[config.mk]
export PLATFORM = sky130hd
export DESIGN_NAME = hwreg_read_gate
export DESIGN_NICKNAME = d
export VERILOG_FILES = /design/src/rtl/hwr_pkg.sv /design/src/rtl/hwr_permit.sv /design/src/rtl/hwr_format.sv /design/src/rtl/hwr_rsp_reg.sv /design/src/rtl/hwreg_read_gate.sv
export SDC_FILE = /design/constraint.sdc
export NUM_CORES = 1
export LEC_CHECK = 0
export BUFFER_PORTS_ARGS = -buffer_cell sky130_fd_sc_hd__buf_4
export CORE_AREA = 2 2 134 136
export CTS_BUF_LIST = sky130_fd_sc_hd__clkbuf_8
export CTS_CLUSTER_SIZE = 25
export DETAILED_ROUTE_END_ITERATION = 7
export DIE_AREA = 0 0 136 138
export PLACE_DENSITY = 0.56
export SYNTH_ARGS = -nofsm -noshare
export SYNTH_HDL_FRONTEND = slang
export SYNTH_SLANG_ARGS = --single-unit
[constraint.sdc]
create_clock -name clk -period 1.46 [get_ports clk]
set_input_delay 0.073 -clock clk [delete_from_list [all_inputs] [get_ports clk]]
set_output_delay 0.073 -clock clk [all_outputs]
set_load 0.005 [all_outputs]
[src/rtl/hwr_pkg.sv]
package hwr_pkg;

  // Number of indices that have a source behind them (0 .. NUM_IMPL-1).
  localparam int NUM_IMPL = 6;

  // Source selector; the numeric value equals the register index it serves.
  typedef enum logic [2:0] {
    SRC_CPUNUM   = 3'd0,
    SRC_SYNCSTEP = 3'd1,
    SRC_CYCLES   = 3'd2,
    SRC_CYCRES   = 3'd3,
    SRC_PERF0    = 3'd4,
    SRC_CFGBIT   = 3'd5,
    SRC_NONE     = 3'd7
  } src_sel_e;

endpackage

[src/rtl/hwr_permit.sv]
module hwr_permit #(
  parameter int IDX_W  = 5,
  localparam int MASK_W = 1 << IDX_W
) (
  input  logic [IDX_W-1:0]  idx,
  input  logic              priv,
  input  logic [MASK_W-1:0] mask,
  output logic              grant,
  output hwr_pkg::src_sel_e src_sel
);

  logic implemented;

  // Index-to-source map; indices past the implemented range map to none.
  always_comb begin
    src_sel = hwr_pkg::SRC_NONE;
    for (int k = 0; k < hwr_pkg::NUM_IMPL; k++) begin
      if (idx == IDX_W'(k)) begin
        src_sel = hwr_pkg::src_sel_e'(3'(k));
      end
    end
  end

  assign implemented = (src_sel != hwr_pkg::SRC_NONE);

  // Privileged mode bypasses the mask, but never the implemented check.
  assign grant = implemented && (priv || mask[idx]);

endmodule

[src/rtl/hwr_format.sv]
module hwr_format #(
  parameter int XLEN     = 64,
  parameter int CPUNUM_W = 10
) (
  input  hwr_pkg::src_sel_e   src_sel,
  input  logic [CPUNUM_W-1:0] exc_base_lo,
  input  logic [XLEN-1:0]     sync_step,
  input  logic [31:0]         cycle_lo,
  input  logic [XLEN-1:0]     cyc_res,
  input  logic [XLEN-1:0]     perf0,
  input  logic                cfg_flag,
  output logic [XLEN-1:0]     value
);

  logic [XLEN-1:0] cpunum_ext;
  logic [XLEN-1:0] cycles_ext;
  logic [XLEN-1:0] flag_ext;

  assign cpunum_ext = {{(XLEN-CPUNUM_W){1'b0}}, exc_base_lo};
  assign flag_ext   = {{(XLEN-1){1'b0}}, cfg_flag};

  // Sign extension of the 32-bit counter word; a no-op at XLEN = 32.
  generate
    if (XLEN > 32) begin : g_sext
      assign cycles_ext = {{(XLEN-32){cycle_lo[31]}}, cycle_lo};
    end else begin : g_plain
      assign cycles_ext = cycle_lo;
    end
  endgenerate

  always_comb begin
    unique case (src_sel)
      hwr_pkg::SRC_CPUNUM:   value = cpunum_ext;
      hwr_pkg::SRC_SYNCSTEP: value = sync_step;
      hwr_pkg::SRC_CYCLES:   value = cycles_ext;
      hwr_pkg::SRC_CYCRES:   value = cyc_res;
      hwr_pkg::SRC_PERF0:    value = perf0;
      hwr_pkg::SRC_CFGBIT:   value = flag_ext;
      default:               value = '0;
    endcase
  end

endmodule

[src/rtl/hwr_rsp_reg.sv]
module hwr_rsp_reg #(
  parameter int XLEN = 64
) (
  input  logic            clk,
  input  logic            rst,
  input  logic            req_valid,
  input  logic            grant,
  input  logic [XLEN-1:0] value,
  output logic            rsp_valid,
  output logic            rsp_fault,
  output logic [XLEN-1:0] rsp_data
);

  always_ff @(posedge clk) begin
    if (rst) begin
      rsp_valid <= 1'b0;
      rsp_fault <= 1'b0;
      rsp_data  <= '0;
    end else begin
      rsp_valid <= req_valid;
      if (req_valid) begin
        rsp_fault <= ~grant;
        rsp_data  <= grant ? value : '0;
      end
    end
  end

endmodule

[src/rtl/hwreg_read_gate.sv]
module hwreg_read_gate #(
  parameter int XLEN     = 64,
  parameter int IDX_W    = 5,
  parameter int CPUNUM_W = 10,
  localparam int MASK_W  = 1 << IDX_W
) (
  input  logic                clk,
  input  logic                rst,
  input  logic                req_valid,
  input  logic [IDX_W-1:0]    req_idx,
  input  logic                priv_mode,
  input  logic [MASK_W-1:0]   en_mask,
  input  logic [CPUNUM_W-1:0] exc_base_lo,
  input  logic [XLEN-1:0]     sync_step,
  input  logic [31:0]         cycle_lo,
  input  logic [XLEN-1:0]     cyc_res,
  input  logic [XLEN-1:0]     perf0,
  input  logic                cfg_flag,
  output logic                rsp_valid,
  output logic                rsp_fault,
  output logic [XLEN-1:0]     rsp_data
);

  logic              grant;
  hwr_pkg::src_sel_e src_sel;
  logic [XLEN-1:0]   value;

  hwr_permit #(.IDX_W(IDX_W)) u_permit (
    .idx     (req_idx),
    .priv    (priv_mode),
    .mask    (en_mask),
    .grant   (grant),
    .src_sel (src_sel)
  );

  hwr_format #(.XLEN(XLEN), .CPUNUM_W(CPUNUM_W)) u_format (
    .src_sel     (src_sel),
    .exc_base_lo (exc_base_lo),
    .sync_step   (sync_step),
    .cycle_lo    (cycle_lo),
    .cyc_res     (cyc_res),
    .perf0       (perf0),
    .cfg_flag    (cfg_flag),
    .value       (value)
  );

  hwr_rsp_reg #(.XLEN(XLEN)) u_rsp (
    .clk       (clk),
    .rst       (rst),
    .req_valid (req_valid),
    .grant     (grant),
    .value     (value),
    .rsp_valid (rsp_valid),
    .rsp_fault (rsp_fault),
    .rsp_data  (rsp_data)
  );

endmodule

# After elaboration in Yosys (flattened, before gate mapping)
# Index checks and enable logic that the tools add are counted.
[totals]
wordCells = 30
register_bits = 66
[op_classes]
reduce_logical = 4
mux = 10
eq_ne = 11
n_bitwise = 1
n_lt_le_gt_ge = 1
[ops]
columns = ["cell", "n"]
rows = [
  ["64-bit one-hot mux with 6 select lines", 1],
  ["64-bit 2-to-1 mux", 1],
  ["3-bit 2-to-1 mux", 6],
  ["5-bit by 2-bit == test with 1-bit output (second input constant)", 2],
  ["5-bit by 3-bit == test with 1-bit output (second input constant)", 2],
  ["3-bit by 2-bit == test with 1-bit output (second input constant)", 2],
  ["3-bit == test (second input constant)", 2],
  ["5-bit by 6-bit < comparator with 1-bit output (second input constant)", 1],
  ["1-bit binary-select mux with 5-bit select", 1],
  ["5-bit by 1-bit == test with 1-bit output (second input constant)", 1],
  ["5-bit logical NOT", 1],
  ["3-bit by 1-bit == test with 1-bit output (second input constant)", 1],
  ["3-bit logical NOT", 1],
  ["3-bit inequality test (second input constant)", 1],
  ["1-bit logical AND", 1],
  ["1-bit logical OR", 1],
  ["1-bit 2-to-1 mux", 1],
  ["1-bit inverter", 1],
]

# Depth between registers and ports, before layout
# Gate-level depths: netlist (run 1).
[depth]
word_depth = 10
depth_mapped = 8
ltp_nobuf = 4

# Modules after synthesis
# Synthesis (run 1) repeated with hierarchy kept, for this count alone.
[unflattened]
hier_cells = 552
hier_area_um2 = 4849.7
[by_module_without_submodules]
columns = ["mod", "seq_area_each_um2", "instances", "area_per_inst_um2", "cells_per_inst"]
rows = [
  ["hwr_rsp_reg", 1321.3, 1, 2566.2, 289],
  ["hwr_format", 0.0, 1, 2167.1, 251],
  ["hwr_permit", 0.0, 1, 116.4, 12],
]

# Least setup slack after synthesis (run 1)
# No wires, ideal clock.
[synth_timing]
path_type = "input port to flip-flop"
start = "in req_idx[0]"
end = "reg u_rsp.rsp_data[40]"
arrival_time_ns = 1.459
setup_ns = 0.059
required_ns = 1.401
setup_slack_ns = -0.058
n_path_buf = 2
stages = 6
cell_sequence = "buf_6 mux2i_1 a221o_1 o31ai_4 buf_6 a22o_1"
[synth_between]
elab_chain_len = 10
[synth_rtl]
columns = ["element", "line_no", "rtl"]
rows = [
  ["start, declared", "hwreg_read_gate.sv:10", "input logic [IDX_W-1:0] req_idx,"],
  ["5-bit logical NOT", "hwr_permit.sv:18", "if (idx == IDX_W'(k)) begin"],
  ["3-bit 2-to-1 mux (6 in a row)", "hwr_permit.sv:18", ""],
  ["3-bit == test (tied with other cells)", "hwr_format.sv:32", "unique case (src_sel)"],
  ["64-bit one-hot mux with 6 select lines or 1-bit logical AND (tied branches)", "hwr_format.sv:32, hwr_permit.sv:27", ""],
  ["64-bit 2-to-1 mux (*)", "hwr_rsp_reg.sv:23", "rsp_data <= grant ? value : '0;"],
  ["end signal, assigned", "hwr_rsp_reg.sv:23", ""],
  ["end, declared", "hwr_rsp_reg.sv:11", "output logic [XLEN-1:0] rsp_data"],
]
# Mark *: on every way between the ends. The rest lies on a longest branch, timed or not. The select of a mux whose other input is x is not followed.
# A chain may end at the register's enable or synchronous reset.

# Worst setup path after layout (run 1)
[layout_timing]
start = "in req_idx[2]"
end = "reg u_rsp.rsp_data[40]"
# Same word-level chain as after synthesis.

==> results of run 1 <==
[cell families after synthesis]
logic type	count (synthesis)	share of synthesized area
simple gates	260	0.347
compound gates	91	0.206
flops	66	0.328
buf+inv	63	0.0776
mux	15	0.0413
[registers in the layout, indices dropped and copies added (netlist names)]
signal / cells
u_rsp.rsp_valid: 1
u_rsp.rsp_fault: 1
u_rsp.rsp_data: 64
[synthesized netlist by cell type, drive strengths merged]
library cell  instances  area, um2
a211oi                1       7.51
a221o                10        100
a22o                 64        561
a311oi                1       8.76
a32o                  9       90.1
a41oi                 1       8.76
and2                  2       12.5
and2b                 2       17.5
and3b                 2       17.5
buf                  25        170
clkbuf               38        143
dfxtp                66       1320
mux2                 13        146
mux2i                 2       20.0
nand2                 2       7.51
nand3               187        936
nand4                53        332
nor2                  7       26.3
nor2b                 1       6.26
nor3b                 2       15.0
nor4                  1       21.3
o211ai                2       15.0
o21bai                1       7.51
o22ai                 1       12.5
o31ai                 1       21.3
or2b                  1       8.76
[worst max-delay path by stage]
stage                                     to  slack [ns]  cells past startpoint
after floorplan           u_rsp.rsp_data[41]       -0.03                      6
after global placement    u_rsp.rsp_data[20]       -0.14                      6
after detailed placement  u_rsp.rsp_data[17]       -0.15                      6
after CTS                 u_rsp.rsp_data[61]        0.06                      7
after global routing      u_rsp.rsp_data[57]       -0.02                      8
final                     u_rsp.rsp_data[40]        0.06                      8
[critical path, delay by kind of cell]
family,cells,cell delay [ns]
compound gates,3,0.80
buf+inv,4,0.69
simple gates,1,0.14
[per-layer routing]
layer  GRT usage  share of wire
met1       0.241           0.42
met2       0.321           0.47
met3      0.0539          0.080
met4      0.0844          0.031
met5           0              0
[area by class of cell]
type,count,area (um2)
Fill cell,1815,10300
Tap cell,229,287
Clock inverter,7,110
Multi-Input combinational cell,366,2440
Sequential cell,66,1320
Timing Repair Buffer,366,3000
Clock buffer,9,124
[timing repair]
item / in CTS / in global routing
gates resized for setup: 0 / 4
hold endpoints to repair: 2 / 0
hold buffers: 2 / 0
buffers inserted: 0 / 3
endpoints found under the setup margin: 0 / 7
[power breakdown]
| part | internal (W) | switching, W | total (W) |
|---|---|---|---|
| logic | 0.000644 | 0.000451 | 0.00109 |
| registers | 0.00181 | 0.00000573 | 0.00182 |
| clock network | 0.00112 | 0.000772 | 0.00189 |
[through the flow]
| stage | setup slack [ns] | std cells | setup TNS [ns] | power (W) | cell area [um2] |
|---|---|---|---|---|---|
| after floorplan | -0.0288 | 495 | -1.58 | 0.00220 | 4040 |
| after global routing | -0.0237 | 1043 | -0.313 | 0.00503 | 7280 |
| after CTS | 0.0577 | 1035 | 0 | 0.00485 | 7130 |
| after detailed placement | -0.153 | 1017 | -8.71 | 0.00292 | 6880 |
| after global placement | -0.137 | 1017 | -8.10 | 0.00292 | 6880 |
| final | 0.0579 | 1043 | 0 | 0.00480 | 7280 |
==> qor.csv, run 1 <==
metric;value;unit
status;finished, final reports clean;
coreArea;17500;um2
required;1.76;ns
holdWs;0.0432;ns
layout_common_cells;buf_4, nand3_1, dfxtp_1;
dieWidth;136;um
critPathArrivalTime;1.70;ns
worst_hold_path.num_cells;4;
r2r_end;u_rsp.rsp_fault;
syn_inst;495;
syn_avg_cell_area;8.15;um2
post-route-drc-count;0;
path_class;in2reg;
pwr_density_cell;660;nW/um2
cts_tree;yes;
rows;49;
routed_wl;19.7;mm
vias;5410;
period_share;0.960;
dieHeight;138;um
grt_usage;0.196;
place_congestion;0.846;
leakage;3.31;nW
antenna_left;0;
r2r_slack;0.74;ns
final_common_cell;buf_4;
drt-wirelength-per-cell;18.9;um
worstReg2RegStart;u_rsp.rsp_fault;
min_path_type;in2reg;
max_freq;713;MHz
start_kind;input port;
drt_iter0_drc;369;
dieArea;18800;um2
ys_seq_elements;66;
syn_to_final_growth;80.5;%
relSlewSlack;0.555;
period_minus_slack;1.40;ns
critPathSlowestCell;a211oi_1;
cts.reportedPaths.clkPinSlew;0.08;ns
drive_gt1_frac;0.496;
place_hpwl;14.0;mm
n_antenna_cell;0;
drv_cap;0;
dr.pass1.iters;4;
vias_per_cell;5.19;
setup_viol;0;
worst_pin_slew;0.667;ns
max_stage_delay;0.38;ns
critPathLaunch;req_idx[2];
path_cells;buf_4, buf_4, a211oi_1, nand2_2, o31ai_4, buf_6, clkbuf_16, a22o_1;
cp_common_cell;buf_4;
ios;342;
antenna_found_initial;0;
finalMaxSlewViolations;0;
grt_pass1_wl;29.0;mm
ys_types;28;
clock-sinks;66;
synth_nets;771;
syn_area;4030;um2
skew;0;ns
yosys_warnings;0;
hold_violations;0;
cp-end-kind;register;
final_util;0.415;
grt_max_degree;54;
reg2reg_depth;2;
start_util;0.230;
vdd_drop_max;471;uV
path_max_fanout;10;
grt_pass1_vias;5420;
port_buffers;317;
clk_latency;0.35;ns
nets;1085;
grt-ovfl-total;0;
clockBufferDepth;2;
ys_seq_area_frac;0.328;
min_to;u_rsp.rsp_data[16];
hp-start;cycle_lo[16];
ctsRootBufferMaster;clkbuf_8;
h-tree-depth;3;
cts_made_buffers;9;
Power figures use the tool's default switching activity.
==> run 2, diff against run 1 <==
==> constraint.sdc (replaced) <==
create_clock -name clk -period 1.46 [get_ports clk]
set_input_delay 0.219 -clock clk [delete_from_list [all_inputs] [get_ports clk]]
set_output_delay 0.219 -clock clk [all_outputs]
set_load 0.005 [all_outputs]
==> run 2 against run 1 <==
  * Sequential share of layout area down 0.18 points
  * Die area unchanged
  * Worst hold slack better by 0.090 ns
  * Maximum frequency up 1.4%
  * Clock power up 12%
  * Via count up 1.1%
  * Critical endpoint is now u_rsp.rsp_data[30]
==> qor.csv, run 2 (same netlist as run 1, synthesis figures left out) <==
metric;value;unit;change
vdd_drop_max;445;uV;-5.6%
rsz0062_at_grt;false;;
grt_pass1_wl;29.0;mm;-0.29%
antenna_left;0;;unchanged
cts_hold_buf;0;;-2
dieArea;18800;um2;unchanged
dr.pass1.iters;5;;+1
area.sequential;1320;um2;unchanged
place_inst;1039;;+2.2%
period_share;0.947;;-0.0132
path_max_fanout;38;;+28
fillers;1820;;+0.28%
finalMaxSlewViolations;0;;unchanged
required;1.77;ns;about the same
instances_no_fill;1055;;+1.2%
postCtsResizedCells;0;;unchanged
crit_family;compound AO/OA/AOI/OAI gates;;
post-route-drc-count;0;;unchanged
skew;0;ns;unchanged
nets;1097;;+1.1%
clock-sinks;66;;unchanged
start_util;0.230;;unchanged
drive_gt1_frac;0.507;;+0.0109
routed_wl;18.8;mm;-4.8%
relSlewSlack;0.699;;+0.144
grt_usage;0.195;;-0.00110
path_class;in2reg;;
clockBufferDepth;2;;unchanged
status;finished, final reports clean;;
multiInputGateArea;2440;um2;+0.10%
drt_iter0_drc;245;;-34%
cts.reportedPaths.clkPinSlew;0.08;ns;about the same
cts_made_buffers;9;;unchanged
critPathSlowestCell;a221o_1;;
critPathArrivalTime;1.69;ns;about the same
ctsRootBufferMaster;clkbuf_8;;
drv_cap;0;;unchanged
cp-end-kind;register;;
coreArea;17500;um2;unchanged
grt_max_degree;65;;+20%
max_freq;723;MHz;+1.4%
antenna_found_initial;0;;unchanged
top_register;u_rsp.rsp_data;;
syn_to_final_growth;82.3;%;
clk_latency;0.36;ns;about the same
ios;342;;unchanged
h-tree-depth;3;;unchanged
pwr_density_cell;683;nW/um2;+3.5%
place_hpwl;13.9;mm;-1.1%
dieWidth;136;um;unchanged
grt_pass1_vias;5492;;+1.3%
leakage;3.37;nW;+1.8%
critical_path_buf_inv_count;2;;-2
start_kind;input port;;
layout_common_cells;buf_4, nand3_1, dfxtp_1;;
dieHeight;138;um;unchanged
period_minus_slack;1.38;ns;-0.0193 ns
setup_viol;0;;unchanged
max_stage_delay;0.40;ns;+0.02 ns
vias;5469;;+1.1%
setup_slack;0.0772;ns;+0.0193 ns
final_common_cell;buf_4;;
largest_reg_flops;64;;unchanged
worst_pin_slew;0.451;ns;-0.216 ns
drt-wirelength-per-cell;17.8;um;-5.9%
grt-ovfl-total;0;;unchanged
vias_per_cell;5.18;;about the same
hold_violations;0;;unchanged
port_buffers;317;;unchanged
top_regs;u_rsp.rsp_data (64), u_rsp.rsp_fault (1), u_rsp.rsp_valid (1);;
min_path_type;in2reg;;
rows;49;;unchanged
cts_tree;yes;;
path_cells;buf_4, and2b_2, a221o_1, o31ai_4, buf_12, a22o_1;;
n_antenna_cell;0;;unchanged
post-cts-setup-buffers;0;;unchanged
place_congestion;0.819;;-3.2%
dpl_worst_slack;-0.277;ns;-0.124 ns
run 2: cell types whose count changed in the layout (fill, tap and decap cells not counted):
cell            previous run  this run
buf_6                      3         0
nand2_1                    1         2
inv_1                      2         1
clkbuf_8                   9        10
dlymetal6s4s_1             1         0
a211oi_1                   1         0
a211oi_2                   0         1
nand2_2                    1         0
buf_4                    344       362
buf_12                    13        16
clkinvlp_4                 1         0
dlygate4sd3_1              1         0
bufinv_16                  3         4
clkbuf_16                  4         0
run 2: area by class of cell:
class | count | area share
flip-flops and latches | 66 | 0.180
clock buffers | 10 | 0.0187
multi-input cells | 366 | 0.332
clock inverters | 6 | 0.0175
repair buffers | 378 | 0.413
well taps | 229 | 0.0390
run 2: worst min-delay path, cell delays in order:
cell and delay (ns):
buf_4 0.09, buf_4 0.11, a311oi_1 0.04
run 2: where the power goes:
part	total, W	internal (W)	switching (W)	leakage [nW]
clock	0.00211	0.00135	0.000761	0.138
sequential	0.00182	0.00181	0.00000610	0.532
combinational	0.00110	0.000660	0.000440	2.70
total	0.00502	0.00381	0.00121	3.37
run 2: path summary, 6_finish.rpt:
check | slack (ns) | to | cells past startpoint | startpoint
worst max-delay path | 0.08 | u_rsp.rsp_data[30] | 6 | req_idx[2]
worst min register to register | 0.48 | u_rsp.rsp_data[32] | 1 | u_rsp.rsp_data[32]
worst min-delay path | 0.13 | u_rsp.rsp_fault | 3 | rst
worst max register to register | 0.77 | u_rsp.rsp_fault | 2 | u_rsp.rsp_fault
run 2: metal layers:
metal	global-route usage	up-vias	routed length (um)
li1	-	2608	-
met1	0.240	2576	7630
met2	0.329	253	9130
met3	0.0495	32	1560
met4	0.0663	0	453
met5	0	-	0
run 2: metrics by stage:
step | cell area [um2] | util | setup TNS, ns | hold slack [ns] | total power, W
floorplan | 4080 | - | -6.19 | 0.291 | 0.00221
global placement | 7080 | 0.404 | -14.67 | 0.463 | 0.00296
detailed placement | 7080 | 0.404 | -15.82 | 0.467 | 0.00296
CTS | 7350 | 0.419 | 0 | 0.106 | 0.00511
global route | 7350 | 0.419 | 0 | 0.127 | 0.00525
finish | 7350 | 0.419 | 0 | 0.134 | 0.00502
==> run 3, diff against run 2 <==
- RECOVER_POWER: default -> 25
==> run 3 against run 2 <==
  * Register-to-register slack hardly changed
  * Critical path depth stayed put
  * Non-clock buffer count did not move
  * Core utilization down 0.17 points
  * Critical endpoint unchanged
  * Largest cell class unchanged
  * Largest power group unchanged
==> qor.csv, run 3 (same netlist as run 1, synthesis figures left out) <==
metric;value;unit;change
r2r_end;u_rsp.rsp_fault;;
critPathArrivalTime;1.69;ns;about the same
grt_pass1_vias;5492;;unchanged
grt_max_degree;65;;unchanged
path_max_fanout;38;;unchanged
post-route-drc-count;0;;unchanged
holdWs;0.134;ns;+0.000755 ns
p_int;0.00381;W;about the same
port_buffers;317;;unchanged
switchingPower;0.00121;W;about the same
start_util;0.230;;unchanged
grt-ovfl-total;0;;unchanged
status;finished, final reports clean;;
coreArea;17500;um2;unchanged
ios;342;;unchanged
dieArea;18800;um2;unchanged
cts.reportedPaths.clkPinSlew;0.08;ns;about the same
power_frac_comb;0.219;;about the same
routed_wl;18.9;mm;+0.40%
swShare;0.240;;about the same
pwr_density_cell;686;nW/um2;+0.36%
post-cts-setup-buffers;0;;unchanged
syn_to_final_growth;81.5;%;
cts_tree;yes;;
rows;49;;unchanged
fillers;1830;;+0.55%
clk_latency;0.36;ns;about the same
finalMaxSlewViolations;0;;unchanged
grt_usage;0.195;;unchanged
min_path_type;in2reg;;
place_hpwl;13.9;mm;unchanged
largest_reg_flops;64;;unchanged
min_to;u_rsp.rsp_fault;;
drive_gt1_frac;0.498;;-0.00969
vias_per_cell;5.17;;-0.24%
hp-start;rst;;
r2r_slack;0.76;ns;about the same
reg2reg_depth;2;;unchanged
skew;0;ns;unchanged
p_clk_frac;0.419;;about the same
antenna_left;0;;unchanged
worstReg2RegStart;u_rsp.rsp_fault;;
drt-wirelength-per-cell;17.9;um;+0.40%
tns;0;ns;unchanged
final_util;0.418;;-0.00171
n_antenna_cell;0;;unchanged
ctsRootBufferMaster;clkbuf_8;;
worst_pin_slew;0.444;ns;-0.00676 ns
place_congestion;0.819;;unchanged
dieHeight;138;um;unchanged
grt_pass1_wl;29.0;mm;unchanged
rsz0062_at_grt;false;;
final_common_cell;buf_4;;
cp-end-kind;register;;
cts_made_buffers;9;;unchanged
hold_violations;0;;unchanged
worst_hold_path.num_cells;3;;unchanged
layout_common_cells;buf_4, nand3_1, dfxtp_1;;
start_kind;input port;;
clock-sinks;66;;unchanged
path_class;in2reg;;
max_freq;722;MHz;-0.14%
period_minus_slack;1.38;ns;+0.00188 ns
leakage;3.32;nW;-1.4%
drt_iter0_drc;295;;+20%
dieWidth;136;um;unchanged
relSlewSlack;0.704;;+0.00451
p_seq_frac;0.362;;about the same
clockBufferDepth;2;;unchanged
postCtsResizedCells;0;;unchanged
h-tree-depth;3;;unchanged
nets;1097;;unchanged
cts_hold_buf;0;;unchanged
antenna_found_initial;0;;unchanged
vias;5456;;-0.24%
period_share;0.948;;+0.00128
dr.pass1.iters;5;;unchanged
drv_cap;0;;unchanged
top_regs;u_rsp.rsp_data (64), u_rsp.rsp_fault (1), u_rsp.rsp_valid (1);;
vdd_drop_max;445;uV;about the same
required;1.76;ns;about the same
top_register;u_rsp.rsp_data;;
setup_viol;0;;unchanged
-- run 3: cell types whose count changed in the layout (fill, tap and decap cells not counted), sizes merged --
cell and change:
buf -33, clkbuf +33
-- run 3: per-layer routing --
layer | vias up | track usage | share of wire
met2 | 282 | 0.329 | 0.49
li1 | 2607 | - | -
met1 | 2534 | 0.240 | 0.40
met5 | - | 0 | 0
met3 | 33 | 0.0495 | 0.090
met4 | 0 | 0.0663 | 0.023
-- run 3: area by class of cell --
class                   count  area (um2)  area share
repair buffers            378        3010       0.411
multi-input cells         366        2440       0.333
flip-flops and latches     66        1320       0.180
well taps                 229         287      0.0391
clock buffers              10         138      0.0188
clock inverters             6         129      0.0176
-- run 3: power by group through the flow --
stage          sequential [W]  clock (W)  combinational, W
2_1_floorplan         0.00186          0          0.000349
3_3_place_gp          0.00186          0           0.00110
3_5_place_dp          0.00186          0           0.00110
4_1_cts               0.00182    0.00219           0.00111
5_1_grt               0.00182    0.00224           0.00118
6_report              0.00182    0.00211           0.00110
-- run 3: worst max path at each step --
stage / start / to / slack, ns
after floorplan: req_idx[0] / u_rsp.rsp_data[40] / -0.11
after global placement: req_idx[2] / u_rsp.rsp_data[38] / -0.25
after detailed placement: req_idx[2] / u_rsp.rsp_data[25] / -0.28
after CTS: req_idx[2] / u_rsp.rsp_data[47] / 0.12
after global routing: req_idx[2] / u_rsp.rsp_data[39] / 0.02
final: req_idx[2] / u_rsp.rsp_data[30] / 0.08
-- run 3: critical path: stages --
cell and delay (ns):
buf_4 0.12, and2b_2 0.21, a221o_1 0.40, o31ai_4 0.30, buf_12 0.25, a22o_1 0.15
-- run 3: metrics by stage --
stage,cells,total power (W),worst slack [ns],instance area [um2]
after detailed placement,1039,0.00296,-0.277,7080
after global placement,1039,0.00296,-0.252,7080
after global routing,1055,0.00524,0.0189,7320
final,1055,0.00502,0.0753,7320
after floorplan,495,0.00221,-0.105,4080
after CTS,1055,0.00511,0.116,7350
